## config.mk

```make
export PLATFORM = sky130hd
export DESIGN_NAME = spd_cycle_timer
export DESIGN_NICKNAME = d
export VERILOG_FILES = /design/src/rtl/spd_pkg.sv /design/src/rtl/spd_ctrl.sv /design/src/rtl/spd_timers.sv /design/src/rtl/spd_cycle_timer.sv
export SDC_FILE = /design/constraint.sdc
export NUM_CORES = 1
export LEC_CHECK = 0
export BUFFER_PORTS_ARGS = -buffer_cell sky130_fd_sc_hd__buf_2
export CAP_MARGIN = 20
export CORE_AREA = 10 10 93 136
export DETAILED_ROUTE_END_ITERATION = 12
export DIE_AREA = 0 0 103 146
export PLACE_DENSITY_LB_ADDON = 0.25
export SLEW_MARGIN = 20
export SYNTH_ARGS = -nofsm -noshare
export SYNTH_HDL_FRONTEND = slang
export SYNTH_HIERARCHICAL = 1
export SYNTH_SLANG_ARGS = --single-unit
```

## constraint.sdc

```tcl
create_clock -name clk -period 13.02 [get_ports clk]
set_input_delay 0.651 -clock clk [delete_from_list [all_inputs] [get_ports clk]]
set_output_delay 0.651 -clock clk [all_outputs]
set_load 0.02 [all_outputs]
```

## src/rtl/spd_pkg.sv

```systemverilog
package spd_pkg;
  parameter int SPD_W = 2;
  parameter int NUM_TMR = 3;

  typedef struct packed {
    logic             accept;
    logic [SPD_W-1:0] speed;
    logic             runStage1;
  } ctlStrobes_t;
endpackage

```

## src/rtl/spd_ctrl.sv

```systemverilog
module spd_ctrl
  import spd_pkg::*;
#(
  parameter int          CYCLE_CLKS = 24,
  parameter logic [15:0] CTRL_ADDR  = 16'h00F0,
  parameter logic [15:0] ROM_BASE   = 16'hFFC0,
  parameter logic [7:0]  RESET_CTRL = 8'h0A
) (
  input  logic              clk,
  input  logic              rstN,
  input  logic              accValid,
  input  logic              accIdle,
  input  logic              accWrite,
  input  logic [15:0]       accAddr,
  input  logic [7:0]        accWdata,
  input  logic              pFlag,
  input  logic              bootRomEn,
  output logic              stall,
  output logic [SPD_W-1:0]  accSpeed,
  output logic [7:0]        ctrlValue,
  output ctlStrobes_t       strobes
);
  localparam int MAX_SPD = (1 << SPD_W) - 1;
  localparam int WAIT_W  = $clog2(CYCLE_CLKS * MAX_SPD * MAX_SPD + 1);

  logic [7:0]        ctrlReg;
  logic [WAIT_W-1:0] waitLeft;
  logic [WAIT_W-1:0] waitFor;
  logic              ioPage, romArea, useClk, accept, ctrlWrite;

  always_comb begin
    ioPage    = (accAddr[15:4] == CTRL_ADDR[15:4]);
    romArea   = bootRomEn && (accAddr >= ROM_BASE);
    useClk    = accIdle || ioPage || romArea;
    accSpeed  = useClk ? ctrlReg[7:6] : ctrlReg[5:4];
    accept    = accValid && (waitLeft == '0);
    ctrlWrite = accept && accWrite && !accIdle && !pFlag && (accAddr == CTRL_ADDR);
    waitFor   = WAIT_W'(accSpeed) * WAIT_W'(accSpeed) * WAIT_W'(CYCLE_CLKS);
  end

  always_ff @(posedge clk) begin
    if (!rstN) begin
      ctrlReg  <= RESET_CTRL;
      waitLeft <= '0;
    end else begin
      if (ctrlWrite) ctrlReg <= accWdata;
      if (accept) waitLeft <= waitFor;
      else if (waitLeft != '0) waitLeft <= waitLeft - 1'b1;
    end
  end

  assign stall             = (waitLeft != '0);
  assign ctrlValue         = ctrlReg;
  assign strobes.accept    = accept;
  assign strobes.speed     = accSpeed;
  assign strobes.runStage1 = ctrlReg[3] & ~ctrlReg[0];
endmodule

```

## src/rtl/spd_timers.sv

```systemverilog
module spd_timers
  import spd_pkg::*;
#(
  parameter int DIV_SLOW = 64,
  parameter int DIV_FAST = 8,
  parameter int CNT_W    = 8,
  parameter int OUT_W    = 4
) (
  input  logic                     clk,
  input  logic                     rstN,
  input  ctlStrobes_t              strobes,
  input  logic [NUM_TMR*CNT_W-1:0] timerTarget,
  output logic [NUM_TMR-1:0]       tickPulse,
  output logic [NUM_TMR*OUT_W-1:0] timerOut
);
  localparam int MAX_STEP = 1 << ((1 << SPD_W) - 1);
  localparam int ACC_W    = $clog2(DIV_SLOW + MAX_STEP + 1);

  logic [ACC_W-1:0] step;
  assign step = ACC_W'(1) << strobes.speed;

  for (genvar i = 0; i < NUM_TMR; i++) begin : g_tmr
    localparam int DIV = (i == NUM_TMR - 1) ? DIV_FAST : DIV_SLOW;
    logic [ACC_W-1:0] acc, sum, accNext;
    logic [CNT_W-1:0] cnt, cntInc, tgt;
    logic [OUT_W-1:0] outCnt;
    logic             hit, tickR;

    always_comb begin
      sum     = acc + step;
      hit     = (sum >= ACC_W'(DIV));
      accNext = hit ? sum - ACC_W'(DIV) : sum;
      tgt     = timerTarget[i*CNT_W +: CNT_W];
      cntInc  = cnt + 1'b1;
    end

    always_ff @(posedge clk) begin
      if (!rstN) begin
        acc    <= '0;
        cnt    <= '0;
        outCnt <= '0;
        tickR  <= 1'b0;
      end else if (strobes.accept) begin
        acc   <= accNext;
        tickR <= hit;
        if (hit && strobes.runStage1) begin
          if (cntInc == tgt) begin
            cnt    <= '0;
            outCnt <= outCnt + 1'b1;
          end else begin
            cnt <= cntInc;
          end
        end
      end else begin
        tickR <= 1'b0;
      end
    end

    assign tickPulse[i]                 = tickR;
    assign timerOut[i*OUT_W +: OUT_W]   = outCnt;
  end
endmodule

```

## src/rtl/spd_cycle_timer.sv

```systemverilog
module spd_cycle_timer
  import spd_pkg::*;
(
  input  logic        clk,
  input  logic        rstN,
  input  logic        accValid,
  input  logic        accIdle,
  input  logic        accWrite,
  input  logic [15:0] accAddr,
  input  logic [7:0]  accWdata,
  input  logic        pFlag,
  input  logic        bootRomEn,
  input  logic [23:0] timerTarget,
  output logic        stall,
  output logic [1:0]  accSpeed,
  output logic [7:0]  ctrlValue,
  output logic [2:0]  tickPulse,
  output logic [11:0] timerOut
);
  ctlStrobes_t strobes;

  spd_ctrl u_ctrl (
    .clk(clk), .rstN(rstN), .accValid(accValid), .accIdle(accIdle),
    .accWrite(accWrite), .accAddr(accAddr), .accWdata(accWdata),
    .pFlag(pFlag), .bootRomEn(bootRomEn), .stall(stall),
    .accSpeed(accSpeed), .ctrlValue(ctrlValue), .strobes(strobes)
  );

  spd_timers u_timers (
    .clk(clk), .rstN(rstN), .strobes(strobes), .timerTarget(timerTarget),
    .tickPulse(tickPulse), .timerOut(timerOut)
  );
endmodule

```

After elaboration in Yosys (flattened, before gate mapping)
Index checks and enable logic that the tools add are counted.
{"block": "totals", "register_bits": 76, "elab_cells": 76}
{"block": "op_classes", "n_addsub": 13, "multipliers": 2, "magnitude_cmp": 4, "n_eq_ne": 5, "shifts": 1, "mux": 9, "bitwise": 3, "reduce_logical": 24}
{"cell": "two-way mux 8 bit", "count": 5}
{"cell": "adder 8 x 1 -> 8 bit, second input constant", "count": 3}
{"cell": "== test 8 bit", "count": 3}
{"cell": "adder 7 bit", "count": 3}
{"cell": "two-way mux 7 bit", "count": 3}
{"cell": "== test 16 x 8 -> 1 bit, second input constant", "count": 1}
{"cell": "greater-or-equal comparator 16 bit, second input constant", "count": 1}
{"cell": "greater-or-equal comparator 7 bit, second input constant", "count": 2}
{"cell": "subtractor 7 bit, second input constant", "count": 2}
{"cell": "adder 4 x 1 -> 4 bit, second input constant", "count": 3}
{"cell": "== test 12 x 4 -> 1 bit, second input constant", "count": 1}
{"cell": "logical AND 1 bit", "count": 9}
{"cell": "AND reduction 3 bit", "count": 3}
{"cell": "zero test 8 bit", "count": 1}
{"cell": "AND reduction 2 bit", "count": 4}
{"cell": "nonzero test 8 bit", "count": 1}
{"cell": "subtractor 8 x 1 -> 8 bit, second input constant", "count": 1}
{"cell": "greater-or-equal comparator 7 x 4 -> 1 bit, second input constant", "count": 1}
{"cell": "left shift 1 x 2 -> 7 bit, first input constant", "count": 1}
{"cell": "subtractor 7 x 4 -> 7 bit, second input constant", "count": 1}
{"cell": "multiplier 4 x 2 -> 5 bit, second input constant", "count": 1}
{"cell": "multiplier 2 x 2 -> 4 bit", "count": 1}
{"cell": "zero test 1 bit", "count": 2}
{"cell": "logical OR 1 bit", "count": 2}
{"cell": "5 further kinds", "count": 6}

Longest topological paths before layout
Gate-level depths: netlist of run 1.
{"block": "depth", "ltp_word": 9, "mapped_depth": 19}

By module
Netlist of run 1, hierarchy kept.
{"module": "spd_timers", "n_inst": 1, "cells_per_inst": 469, "area_per_inst_um2": 3970.1}
{"module": "spd_ctrl", "n_inst": 1, "cells_per_inst": 125, "area_per_inst_um2": 1051.0}

Worst setup path after synthesis of run 1
No wires, ideal clock.
{"block": "synth_timing", "path_kind": "input-to-reg", "startpoint": "in accAddr[11]", "endpoint": "reg u_timers.g_tmr[2].acc[5]", "t_arrival_ns": 5.295, "required_time_ns": 12.904, "path_slack_ns": 7.609, "stages": 17, "n_path_buf": 2, "cell_sequence": "or4_4 -> nor3_4 -> nor3_1 -> mux2_1 -> buf_4 -> and2b_1 -> buf_6 -> xor2_1 -> ha_1 -> or3_4 -> a31oi_4 -> xor2_4 -> ha_1 -> or4bb_1 -> a311oi_4 -> nor3_1 -> a31o_2"}
{"block": "synth_via", "elab_chain_cells": 8, "word_cells_on_any_way": 11, "classes_between": "2 x add/sub; 2 x order compare; 1 x eq/ne; 1 x shift; 2 x mux; 3 x reduce/logical"}
{"element": "start, declared", "line": "spd_cycle_timer.sv:9", "source": "input logic [15:0] accAddr,"}
{"element": "greater-or-equal comparator 16 bit or == test 12 x 4 -> 1 bit (tied branches)", "line": "spd_ctrl.sv:33, spd_ctrl.sv:32"}
{"element": "logical AND 1 bit or logical OR 1 bit (tied branches)", "line": "spd_ctrl.sv:33, spd_ctrl.sv:34"}
{"element": "logical OR 1 bit *", "line": "spd_ctrl.sv:34", "source": "useClk = accIdle || ioPage || romArea;"}
{"element": "two-way mux 2 bit *", "line": "spd_ctrl.sv:35", "source": "accSpeed = useClk ? ctrlReg[7:6] : ctrlReg[5:4];"}
{"element": "named net accSpeed[0]", "line": "spd_cycle_timer.sv:15", "source": "output logic [1:0] accSpeed,"}
{"element": "left shift 1 x 2 -> 7 bit *", "line": "spd_timers.sv:20", "source": "assign step = ACC_W'(1) << strobes.speed;"}
{"element": "adder 7 bit *", "line": "spd_timers.sv:30", "source": "sum = acc + step;"}
{"element": "subtractor 7 x 4 -> 7 bit or greater-or-equal comparator 7 x 4 -> 1 bit (tied branches)", "line": "spd_timers.sv:32, spd_timers.sv:31"}
{"element": "two-way mux 7 bit *", "line": "spd_timers.sv:32", "source": "accNext = hit ? sum - ACC_W'(DIV) : sum;"}
{"element": "end signal, assigned", "line": "spd_timers.sv:44", "source": "acc <= accNext;"}
{"element": "end, declared", "line": "spd_timers.sv:24", "source": "logic [ACC_W-1:0] acc, sum, accNext;"}
The timed path passes the listed nets; every way through them passes the cells marked *.
A chain may end at the register's enable or synchronous reset.

Worst setup path in the final report of run 1
{"block": "layout_timing", "startpoint": "in accAddr[11]", "endpoint": "reg u_timers.g_tmr[2].acc[4]"}
{"block": "layout_via", "elab_chain_cells": 8, "word_cells_on_any_way": 11, "classes_between": "2 x add/sub; 2 x order compare; 1 x eq/ne; 1 x shift; 2 x mux; 3 x reduce/logical"}
{"element": "greater-or-equal comparator 16 bit or == test 12 x 4 -> 1 bit (tied branches)", "line": "spd_ctrl.sv:33, spd_ctrl.sv:32"}
{"element": "logical AND 1 bit or logical OR 1 bit (tied branches)", "line": "spd_ctrl.sv:33, spd_ctrl.sv:34"}
{"element": "logical OR 1 bit *", "line": "spd_ctrl.sv:34"}
{"element": "two-way mux 2 bit *", "line": "spd_ctrl.sv:35"}
{"element": "left shift 1 x 2 -> 7 bit *", "line": "spd_timers.sv:20"}
{"element": "adder 7 bit *", "line": "spd_timers.sv:30"}
{"element": "subtractor 7 x 4 -> 7 bit or greater-or-equal comparator 7 x 4 -> 1 bit (tied branches)", "line": "spd_timers.sv:32, spd_timers.sv:31"}
{"element": "two-way mux 7 bit *", "line": "spd_timers.sv:32"}
Mark *: on every way between the ends. The rest lies on a longest branch, timed or not.

==> impl_metrics.py, run 1 <==
metrics = {
    "grt": {
        "grt_max_degree": 32,
        "grt-ovfl-total": 0,
        "track_usage": 0.164,
        "grt-busiest-layer": "met2",
        "use_met3": 0.0461,
        "grtUsageMet2": 0.287,
        "grt_pass1_wl_mm": 20.6,
        "grt_pass1_vias": 4639,
        "antenna_found_initial": 0,
        "grtUsageMet1": 0.174,
    },
    "cells_and_area": {
        "mostFrequentLayoutCells": "80 x buf_2, 76 x dfxtp_1, 53 x nor2_1, 41 x xnor2_1, 37 x a21oi_1",
        "regArea_um2": 1520,
        "final_layout_size_suffix_gt1_frac": 0.191,
        "mostFrequentLayoutCell": "buf_2",
        "post-route-util": 0.551,
        "nets": 728,
        "layout.cells.non_filler": 780,
        "num_antenna_cells": 0,
        "nFillCells": 980,
        "stdcell_area_um2": 5710,
        "syn_to_final_growth_pct": 13.7,
        "multiInputGateArea_um2": 3260,
    },
    "sta": {
        "fin_skew_ns": 0.00517,
        "fmax_mhz": 168,
        "relSlewSlack": 0.464,
        "tightest_slew_ns": 0.803,
        "finalMaxSlewViolations": 0,
        "fin_crit_ns": 5.94,
        "hold_viol": 0,
        "timing.final.crit_share": 0.457,
        "setup_viol": 0,
        "rsz0062_at_grt": "no",
        "fin_setup_tns_ns": 0,
    },
    "logic_synthesis": {
        "netlist_area_um2": 5020,
        "postSynthCellCount": 594,
        "yosysSeqAreaShare": 0.303,
        "yosys_warnings": 6,
        "avgSynthCellArea_um2": 8.45,
        "synth-edff-count": 0,
        "synthArstFlopShare": 0,
        "ys_seq_elements": 76,
        "syn-num-nets": 666,
        "ys.flop_type": "dfxtp_1",
        "ys_types": 84,
    },
    "cts": {
        "postCtsSetupBuffers": 0,
        "htreeDepth": 3,
        "ctsHoldBuffers": 0,
        "cts_sinks": 76,
        "root_buffer": "clkbuf_16",
        "cts.clk_slew.worst_paths_ns": 0.05,
        "cts_resized": 0,
        "clock_path_buffers": 2,
        "cts_tree": "built",
        "clk_latency_ns": 0.33,
        "cts_buffers": 9,
    },
    "place": {
        "dp_hpwl_mm": 9.31,
        "portBuffers": 80,
        "place.gp.congestion": 0.856,
        "place_area_um2": 5400,
        "placed_cells": 765,
    },
    "power_and_ir_drop": {
        "ir_drop_uv": 106,
        "p_per_area_nw_per_um2": 129,
        "leakage_nw": 2.22,
        "p_total_mw": 0.736,
    },
    "drt": {
        "drt_iter0_markers": 181,
        "vias_per_cell": 5.88,
        "wl_mm": 12.1,
        "dr_total_vias": 4588,
        "firstDrtPassIters": 5,
        "drc_errors": 0,
        "wire_per_inst_um": 15.6,
        "antenna_left": 0,
    },
    "floorplanning": {
        "core_region_area_um2": 10400,
        "die_w_um": 103,
        "row_count": 46,
        "dieArea_um2": 15000,
        "io_pins": 81,
        "initial_core_util": 0.485,
        "die_h_um": 146,
    },
    "critical_path": {
        "path_buf_inv": 1,
        "cp.arrival_ns": 6.10,
        "worstPathRequired_ns": 13.17,
        "crit_slowest_cell": "a311oi_4",
        "cpMostUsedCell": "ha_1",
        "criticalPathCategory": "in2reg",
        "crit_family": "simple AND/OR/NAND/NOR gates",
        "end_kind": "register",
        "crit_chain": "buf_2 -> or4_4 -> nor3_4 -> nor3_1 -> mux2_1 -> and2b_1 -> xor2_1 -> ha_1 -> or3_4 -> a31oi_4 -> xor2_4 -> ha_1 -> or4bb_1 -> a311oi_4 -> and3_2 -> a311oi_1",
        "max_stage_delay_ns": 0.74,
        "worstPathMaxFanout": 19,
        "start_kind": "primary input",
    },
    "worst_hold_path": {
        "holdCritPathClass": "reg2reg",
    },
    "run_status": {
        "status": "completed",
    },
    "job": {
        "cap_violations": 0,
    },
}
-- worst register-to-register path, delay by kind of cell (launching register included) --
kind	cells	cell delay, ns
AO/OA/AOI/OAI	3	1.02
XOR/XNOR	2	0.37
adder cells (fa/ha/maj)	2	0.54
flip-flops	1	0.36
multiplexers	1	0.47
AND/OR/NAND/NOR	4	1.75
-- kinds of logic (layout without fill, tap and decap cells) --
family | Yosys count | in the layout | synth area share
flip-flops | 76 | 76 | 0.303
AND/OR/NAND/NOR | 232 | 232 | 0.268
buffers and inverters | 47 | 113 | 0.0481
adder cells (fa/ha/maj) | 20 | 20 | 0.0486
XOR/XNOR | 64 | 64 | 0.115
AO/OA/AOI/OAI | 137 | 137 | 0.180
multiplexers | 18 | 18 | 0.0371
-- cell usage after synthesis, drive strengths merged, types with 4 or more instances --
| cell type | instances | area, um2 |
|---|---|---|
| nand2 | 27 | 104 |
| mux2 | 5 | 56.3 |
| and4 | 5 | 48.8 |
| and3 | 11 | 70.1 |
| nor3 | 17 | 96.4 |
| or4 | 4 | 33.8 |
| o21ai | 43 | 215 |
| and2 | 9 | 57.6 |
| a31oi | 5 | 52.6 |
| xor2 | 23 | 220 |
| or3 | 10 | 73.8 |
| clkbuf | 13 | 48.8 |
| inv | 16 | 60.1 |
| ha | 17 | 213 |
| nand4 | 17 | 106 |
| a21oi | 37 | 185 |
| o31ai | 16 | 120 |
| nor2b | 7 | 46.3 |
| dfxtp | 76 | 1520 |
| nor2 | 53 | 199 |
| nand4b | 7 | 61.3 |
| nand2b | 4 | 32.5 |
| nor4b | 4 | 50.1 |
| mux2i | 13 | 130 |
| nand3 | 31 | 155 |
| buf | 16 | 120 |
| a211oi | 4 | 35.0 |
| nor3b | 6 | 45.0 |
| xnor2 | 41 | 359 |
| o211ai | 9 | 67.6 |
| nand3b | 4 | 30.0 |
-- stage by stage --
stage               setup slack (ns)  hold WS [ns]
finish                          7.08         0.471
global route                    6.80         0.491
CTS                             7.12         0.474
detailed placement              6.81         0.463
global placement                7.06         0.453
floorplan                       7.61         0.453
-- path summary, 6_finish.rpt --
check,from,endpoint,slack [ns],cells past startpoint
hold reg to reg,u_ctrl/ctrlValue[2],u_ctrl/ctrlValue[2],0.47,2
setup reg to reg,u_ctrl/ctrlValue[7],u_timers/g_tmr[2].acc[4],8.34,12
setup / recovery,accAddr[11],u_timers/g_tmr[2].acc[4],7.08,16
hold / removal,u_ctrl/ctrlValue[2],u_ctrl/ctrlValue[2],0.47,2
-- sequential cells by signal, indices dropped and copies added (netlist names) --
name,cells
u_ctrl/ctrlValue,8
u_ctrl/waitLeft,8
u_timers/g_tmr.acc,21
u_timers/g_tmr.cnt,24
u_timers/g_tmr.outCnt,12
u_timers/g_tmr.tickR,3
-- power by group --
group / total, mW / switching [mW] / internal, mW
logic: 0.212 / 0.132 / 0.0799
registers: 0.265 / 0.0161 / 0.249
clock network: 0.259 / 0.0928 / 0.166
-- layer usage --
layer  wire length [um]  up-vias
met5                  0        -
met4                323        0
met3                674       29
met2               6330      115
met1               4820     2156
li1                   -     2288
-- layout make-up --
type | count | area share
well taps | 120 | 0.0263
clock inverters | 5 | 0.0136
inverters | 17 | 0.0112
repair buffers | 81 | 0.0715
clock buffers | 10 | 0.0401
flip-flops and latches | 76 | 0.267
multi-input cells | 471 | 0.571
No activity file was read; power rests on OpenSTA's default activity.
==> run 2, diff against run 1 <==
- clock period: 13.02 -> 5.17 ns (I/O delays scaled with it)
==> run 2 against run 1 <==
Net effect: largest power group unchanged; critical path type unchanged; largest cell class unchanged; critical path depth did not move; highest routed layer unchanged; die area is the same; sequential power rose to 2.5 times the previous value; count of clock-buffer cells in the layout is 2 higher; critical endpoint is now u_timers/g_tmr[2].acc[3].
==> impl_metrics.py, run 2 (synthesized netlist as in run 1, its figures left out) <==
metrics = {
    "sta": {
        "rsz0062_at_grt": "no",
        "finalMaxSlewViolations": 0,
        "setup_viol": 0,
        "fmax_mhz": 218,
        "timing.final.crit_share": 0.888,
        "relSlewSlack": 0.518,
        "tightest_slew_ns": 0.704,
        "timing.hold.ws_ns": 0.172,
        "hold_viol": 0,
        "fin_skew_ns": 0.00428,
        "fin_setup_tns_ns": 0,
        "fin_crit_ns": 4.59,
        "fin_ws_ns": 0.579,
    },
    "power_and_ir_drop": {
        "pwr-share-comb": 0.293,
        "ir_drop_uv": 220,
        "clock_power_share": 0.345,
        "leakage_nw": 2.25,
        "switching_share": 0.330,
        "internal_power_mw": 1.24,
        "p_total_mw": 1.85,
        "p_seq_frac": 0.362,
        "p_per_area_nw_per_um2": 321,
        "p_sw_mw": 0.610,
    },
    "cts": {
        "cts_sinks": 76,
        "cts.clk_slew.worst_paths_ns": 0.06,
        "cts_resized": 0,
        "postCtsSetupBuffers": 0,
        "clk_latency_ns": 0.34,
        "root_buffer": "clkbuf_16",
        "ctsHoldBuffers": 0,
        "clock_path_buffers": 2,
        "htreeDepth": 3,
        "cts_buffers": 9,
        "cts_tree": "built",
    },
    "floorplanning": {
        "die_h_um": 146,
        "initial_core_util": 0.485,
        "row_count": 46,
        "dieArea_um2": 15000,
        "core_region_area_um2": 10400,
        "io_pins": 81,
        "die_w_um": 103,
    },
    "place": {
        "post-place-ws_ns": 0.275,
        "place.gp.congestion": 0.869,
        "place_area_um2": 5450,
        "dp_hpwl_mm": 9.28,
        "portBuffers": 80,
    },
    "critical_path": {
        "crit_slowest_cell": "or4_4",
        "rr_startpoint": "u_ctrl/ctrlValue[6]",
        "cp-startpoint": "accAddr[11]",
        "ff2ff_path_depth": 12,
        "cp.arrival_ns": 4.86,
        "end_kind": "register",
        "worstPathRequired_ns": 5.44,
        "r2r-end": "u_timers/g_tmr[2].acc[3]",
        "r2r_slack_ns": 1.17,
        "cpMostUsedCell": "ha_1",
        "criticalPathCategory": "in2reg",
        "worstPathMaxFanout": 11,
        "crit_chain": "buf_2 -> or4_4 -> nor3_4 -> nor3_1 -> mux2_1 -> and2b_1 -> xor2_1 -> ha_1 -> or3_4 -> a31oi_4 -> xor2_4 -> ha_1 -> or4bb_1 -> a311o_1 -> or3_1 -> nand3_1",
        "max_stage_delay_ns": 0.56,
        "start_kind": "primary input",
    },
    "drt": {
        "drt_iter0_markers": 199,
        "antenna_left": 0,
        "firstDrtPassIters": 5,
        "wire_per_inst_um": 15.6,
        "drc_errors": 0,
        "vias_per_cell": 5.87,
        "wl_mm": 12.3,
        "dr_total_vias": 4629,
    },
    "worst_hold_path": {
        "min_path_cells": 3,
        "worstHoldStart": "accWdata[3]",
        "holdCritPathClass": "in2reg",
        "hold_path_end": "u_ctrl/ctrlValue[3]",
    },
    "cells_and_area": {
        "largest_reg_flops": 24,
        "final_layout_size_suffix_gt1_frac": 0.201,
        "mostFrequentLayoutCell": "buf_2",
        "mostFrequentLayoutCells": "80 x buf_2, 76 x dfxtp_1, 53 x nor2_1, 41 x xnor2_1, 37 x a21oi_1",
        "nets": 735,
        "largest_registers": "u_timers/g_tmr.cnt (24), u_timers/g_tmr.acc (21), u_timers/g_tmr.outCnt (12)",
        "syn_to_final_growth_pct": 14.7,
        "largest-register": "u_timers/g_tmr.cnt",
        "regArea_um2": 1520,
        "nFillCells": 949,
        "num_antenna_cells": 0,
        "stdcell_area_um2": 5760,
        "multiInputGateArea_um2": 3260,
    },
    "grt": {
        "grt-ovfl-total": 0,
        "track_usage": 0.164,
        "grt_pass1_vias": 4523,
        "grt_pass1_wl_mm": 20.3,
        "grt_max_degree": 29,
        "antenna_found_initial": 0,
    },
    "run_status": {
        "status": "completed",
    },
    "job": {
        "cap_violations": 0,
    },
}
==> run 2: cell count changes in the layout (fill, tap and decap cells not counted) <==
cell	delta
clkbuf_8	+2
bufinv_16	-1
buf_4	+7
==> run 2: worst max-delay path, delay by kind of cell <==
| kind | cells | cell delay [ns] |
|---|---|---|
| adder cells (fa/ha/maj) | 2 | 0.45 |
| multiplexers | 1 | 0.39 |
| AO/OA/AOI/OAI | 2 | 0.73 |
| XOR/XNOR | 2 | 0.38 |
| AND/OR/NAND/NOR | 8 | 2.55 |
| buffers and inverters | 1 | 0.11 |
==> run 2: power by group through the flow <==
stage	clock (mW)	combinational [mW]	sequential [mW]
2_1_floorplan	0	0.434	0.669
3_3_place_gp	0	0.521	0.677
3_5_place_dp	0	0.541	0.679
4_1_cts	0.654	0.544	0.668
5_1_grt	0.681	0.601	0.674
6_report	0.637	0.542	0.669
==> run 2: final cells by class <==
class | instances | area share
multi-input cells | 471 | 0.566
clock inverters | 4 | 0.00826
flip-flops and latches | 76 | 0.264
clock buffers | 12 | 0.0445
inverters | 17 | 0.0111
repair buffers | 88 | 0.0800
well taps | 120 | 0.0261
==> run 2: stage by stage <==
stage / cells / util
after detailed placement: 772 / 0.526
after floorplan: 594 / -
after global routing: 788 / 0.556
final: 788 / 0.556
after global placement: 772 / 0.526
after CTS: 788 / 0.556
==> run 2: worst max-delay path by stage <==
stage	end	slack, ns
after floorplan	u_timers/g_tmr[2].acc[5]	0.15
after global placement	u_timers/g_tmr[2].acc[3]	0.41
after detailed placement	u_timers/g_tmr[2].acc[3]	0.28
after CTS	u_timers/g_tmr[2].acc[3]	0.59
after global routing	u_timers/g_tmr[2].acc[3]	0.38
final	u_timers/g_tmr[2].acc[3]	0.58
==> run 2: per-layer routing <==
layer  track usage  wire length [um]  vias up
li1              -                 -     2305
met2         0.284              6340      107
met1         0.177              5030     2197
met3        0.0466               642       20
met4        0.0705               261        0
met5             0                 0        -
==> run 3, diff against run 2 <==
- CTS_BUF_LIST: unset -> sky130_fd_sc_hd__clkbuf_8
==> run 3 against run 2 <==
Net effect: non-clock buffer count did not move; critical endpoint unchanged; final cell count did not move; die area unchanged; setup slack got worse by 0.0059 ns.
==> impl_metrics.py, run 3 (synthesized netlist as in run 1, its figures left out) <==
metrics = {
    "run_status": {
        "status": "completed",
    },
    "drt": {
        "top_layer": "met4",
        "drc_errors": 0,
        "wire_per_inst_um": 15.6,
        "drt_iter0_markers": 216,
        "firstDrtPassIters": 4,
        "antenna_left": 0,
        "dr_total_vias": 4619,
        "wl_met1_mm": 4.96,
        "vias_per_cell": 5.86,
        "wl_mm": 12.3,
        "route.met2.wl_mm": 6.38,
        "met3_length_um": 736,
    },
    "cts": {
        "cts_buffers": 9,
        "cts_sinks": 76,
        "clock_path_buffers": 2,
        "ctsHoldBuffers": 0,
        "cts_resized": 0,
        "cts_tree": "built",
        "root_buffer": "clkbuf_8",
        "htreeDepth": 3,
        "cts.clk_slew.worst_paths_ns": 0.08,
        "clk_latency_ns": 0.35,
        "postCtsSetupBuffers": 0,
    },
    "critical_path": {
        "cp.arrival_ns": 4.88,
        "crit_slowest_cell": "or4_4",
        "worstPathRequired_ns": 5.46,
        "worstPathMaxFanout": 11,
        "criticalPathCategory": "in2reg",
        "crit_chain": "buf_2 -> or4_4 -> nor3_4 -> nor3_1 -> mux2_1 -> and2b_1 -> xor2_1 -> ha_1 -> or3_4 -> a31oi_4 -> xor2_4 -> ha_1 -> or4bb_1 -> a311o_1 -> or3_1 -> nand3_1",
        "end_kind": "register",
        "path_buf_inv": 1,
        "max_stage_delay_ns": 0.56,
        "start_kind": "primary input",
        "cpMostUsedCell": "ha_1",
        "crit_family": "simple AND/OR/NAND/NOR gates",
    },
    "sta": {
        "fin_crit_ns": 4.60,
        "finalMaxSlewViolations": 0,
        "fin_skew_ns": 0.00737,
        "fin_setup_tns_ns": 0,
        "hold_viol": 0,
        "setup_viol": 0,
        "fmax_mhz": 218,
        "relSlewSlack": 0.540,
        "rsz0062_at_grt": "no",
        "timing.final.crit_share": 0.889,
        "tightest_slew_ns": 0.671,
    },
    "power_and_ir_drop": {
        "ir_drop_uv": 224,
        "p_per_area_nw_per_um2": 296,
        "leakage_nw": 2.21,
    },
    "grt": {
        "grt_pass1_wl_mm": 20.3,
        "track_usage": 0.163,
        "grt-ovfl-total": 0,
        "antenna_found_initial": 0,
        "grt_pass1_vias": 4530,
        "grt_max_degree": 29,
    },
    "cells_and_area": {
        "largest-register": "u_timers/g_tmr.cnt",
        "final_layout_size_suffix_gt1_frac": 0.201,
        "largest_reg_flops": 24,
        "num_antenna_cells": 0,
        "stdcell_area_um2": 5660,
        "layout.cells.non_filler": 788,
        "largest_registers": "u_timers/g_tmr.cnt (24), u_timers/g_tmr.acc (21), u_timers/g_tmr.outCnt (12)",
        "syn_to_final_growth_pct": 12.7,
        "nets": 735,
        "mostFrequentLayoutCell": "buf_2",
        "mostFrequentLayoutCells": "80 x buf_2, 76 x dfxtp_1, 53 x nor2_1, 41 x xnor2_1, 37 x a21oi_1",
    },
    "floorplanning": {
        "row_count": 46,
        "core_region_area_um2": 10400,
        "die_w_um": 103,
        "die_h_um": 146,
        "dieArea_um2": 15000,
        "io_pins": 81,
        "initial_core_util": 0.485,
    },
    "place": {
        "portBuffers": 80,
        "dp_hpwl_mm": 9.28,
        "place_area_um2": 5450,
        "placed_cells": 772,
        "place.gp.congestion": 0.869,
    },
    "job": {
        "cap_violations": 0,
    },
    "worst_hold_path": {
        "holdCritPathClass": "in2reg",
    },
}
## run 3: cell types whose count changed in the layout (fill, tap and decap cells not counted), sizes merged
cell    previous run  this run
clkbuf            12        11
inv               16        17
## run 3: stage by stage
step | power, mW | hold slack [ns] | setup WS, ns | utilization
CTS | 1.69 | 0.139 | 0.599 | 0.546
global route | 1.78 | 0.150 | 0.380 | 0.546
floorplan | 1.10 | 0.413 | 0.152 | -
finish | 1.68 | 0.158 | 0.573 | 0.546
detailed placement | 1.22 | 0.466 | 0.275 | 0.526
global placement | 1.20 | 0.452 | 0.411 | 0.526
## run 3: final timing paths
| path | cells after the start | slack [ns] | startpoint | endpoint |
|---|---|---|---|---|
| worst max register to register | 12 | 1.14 | u_ctrl/ctrlValue[5] | u_timers/g_tmr[2].acc[3] |
| worst min register to register | 2 | 0.48 | u_ctrl/ctrlValue[2] | u_ctrl/ctrlValue[2] |
| worst max-delay path | 16 | 0.57 | accAddr[11] | u_timers/g_tmr[2].acc[3] |
| worst min-delay path | 3 | 0.16 | accWdata[3] | u_ctrl/ctrlValue[3] |
## run 3: layout make-up
class,count,area [um2]
Tap cell,120,150
Clock inverter,5,51.3
Multi-Input combinational cell,471,3260
Inverter,17,63.8
Timing Repair Buffer,88,460
Sequential cell,76,1520
Fill cell,966,4700
Clock buffer,11,151
## run 3: power by group
| part | switching, mW | internal, mW | leakage, nW |
|---|---|---|---|
| clock network | 0.217 | 0.246 | 0.107 |
| registers | 0.0421 | 0.626 | 0.614 |
| logic | 0.332 | 0.214 | 1.49 |
| total | 0.591 | 1.09 | 2.21 |
## run 3: worst register-to-register path: cells and delay by family (launching register included)
family                   cells  cell delay (ns)
AO/OA/AOI/OAI                2             0.73
multiplexers                 1             0.38
AND/OR/NAND/NOR              5             1.70
flip-flops                   1             0.37
XOR/XNOR                     2             0.31
adder cells (fa/ha/maj)      2             0.45
## run 3: metal layers
| metal | global-route usage | vias up |
|---|---|---|
| met3 | 0.0375 | 17 |
| li1 | - | 2303 |
| met5 | 0 | - |
| met2 | 0.285 | 124 |
| met4 | 0.0761 | 0 |
| met1 | 0.177 | 2175 |
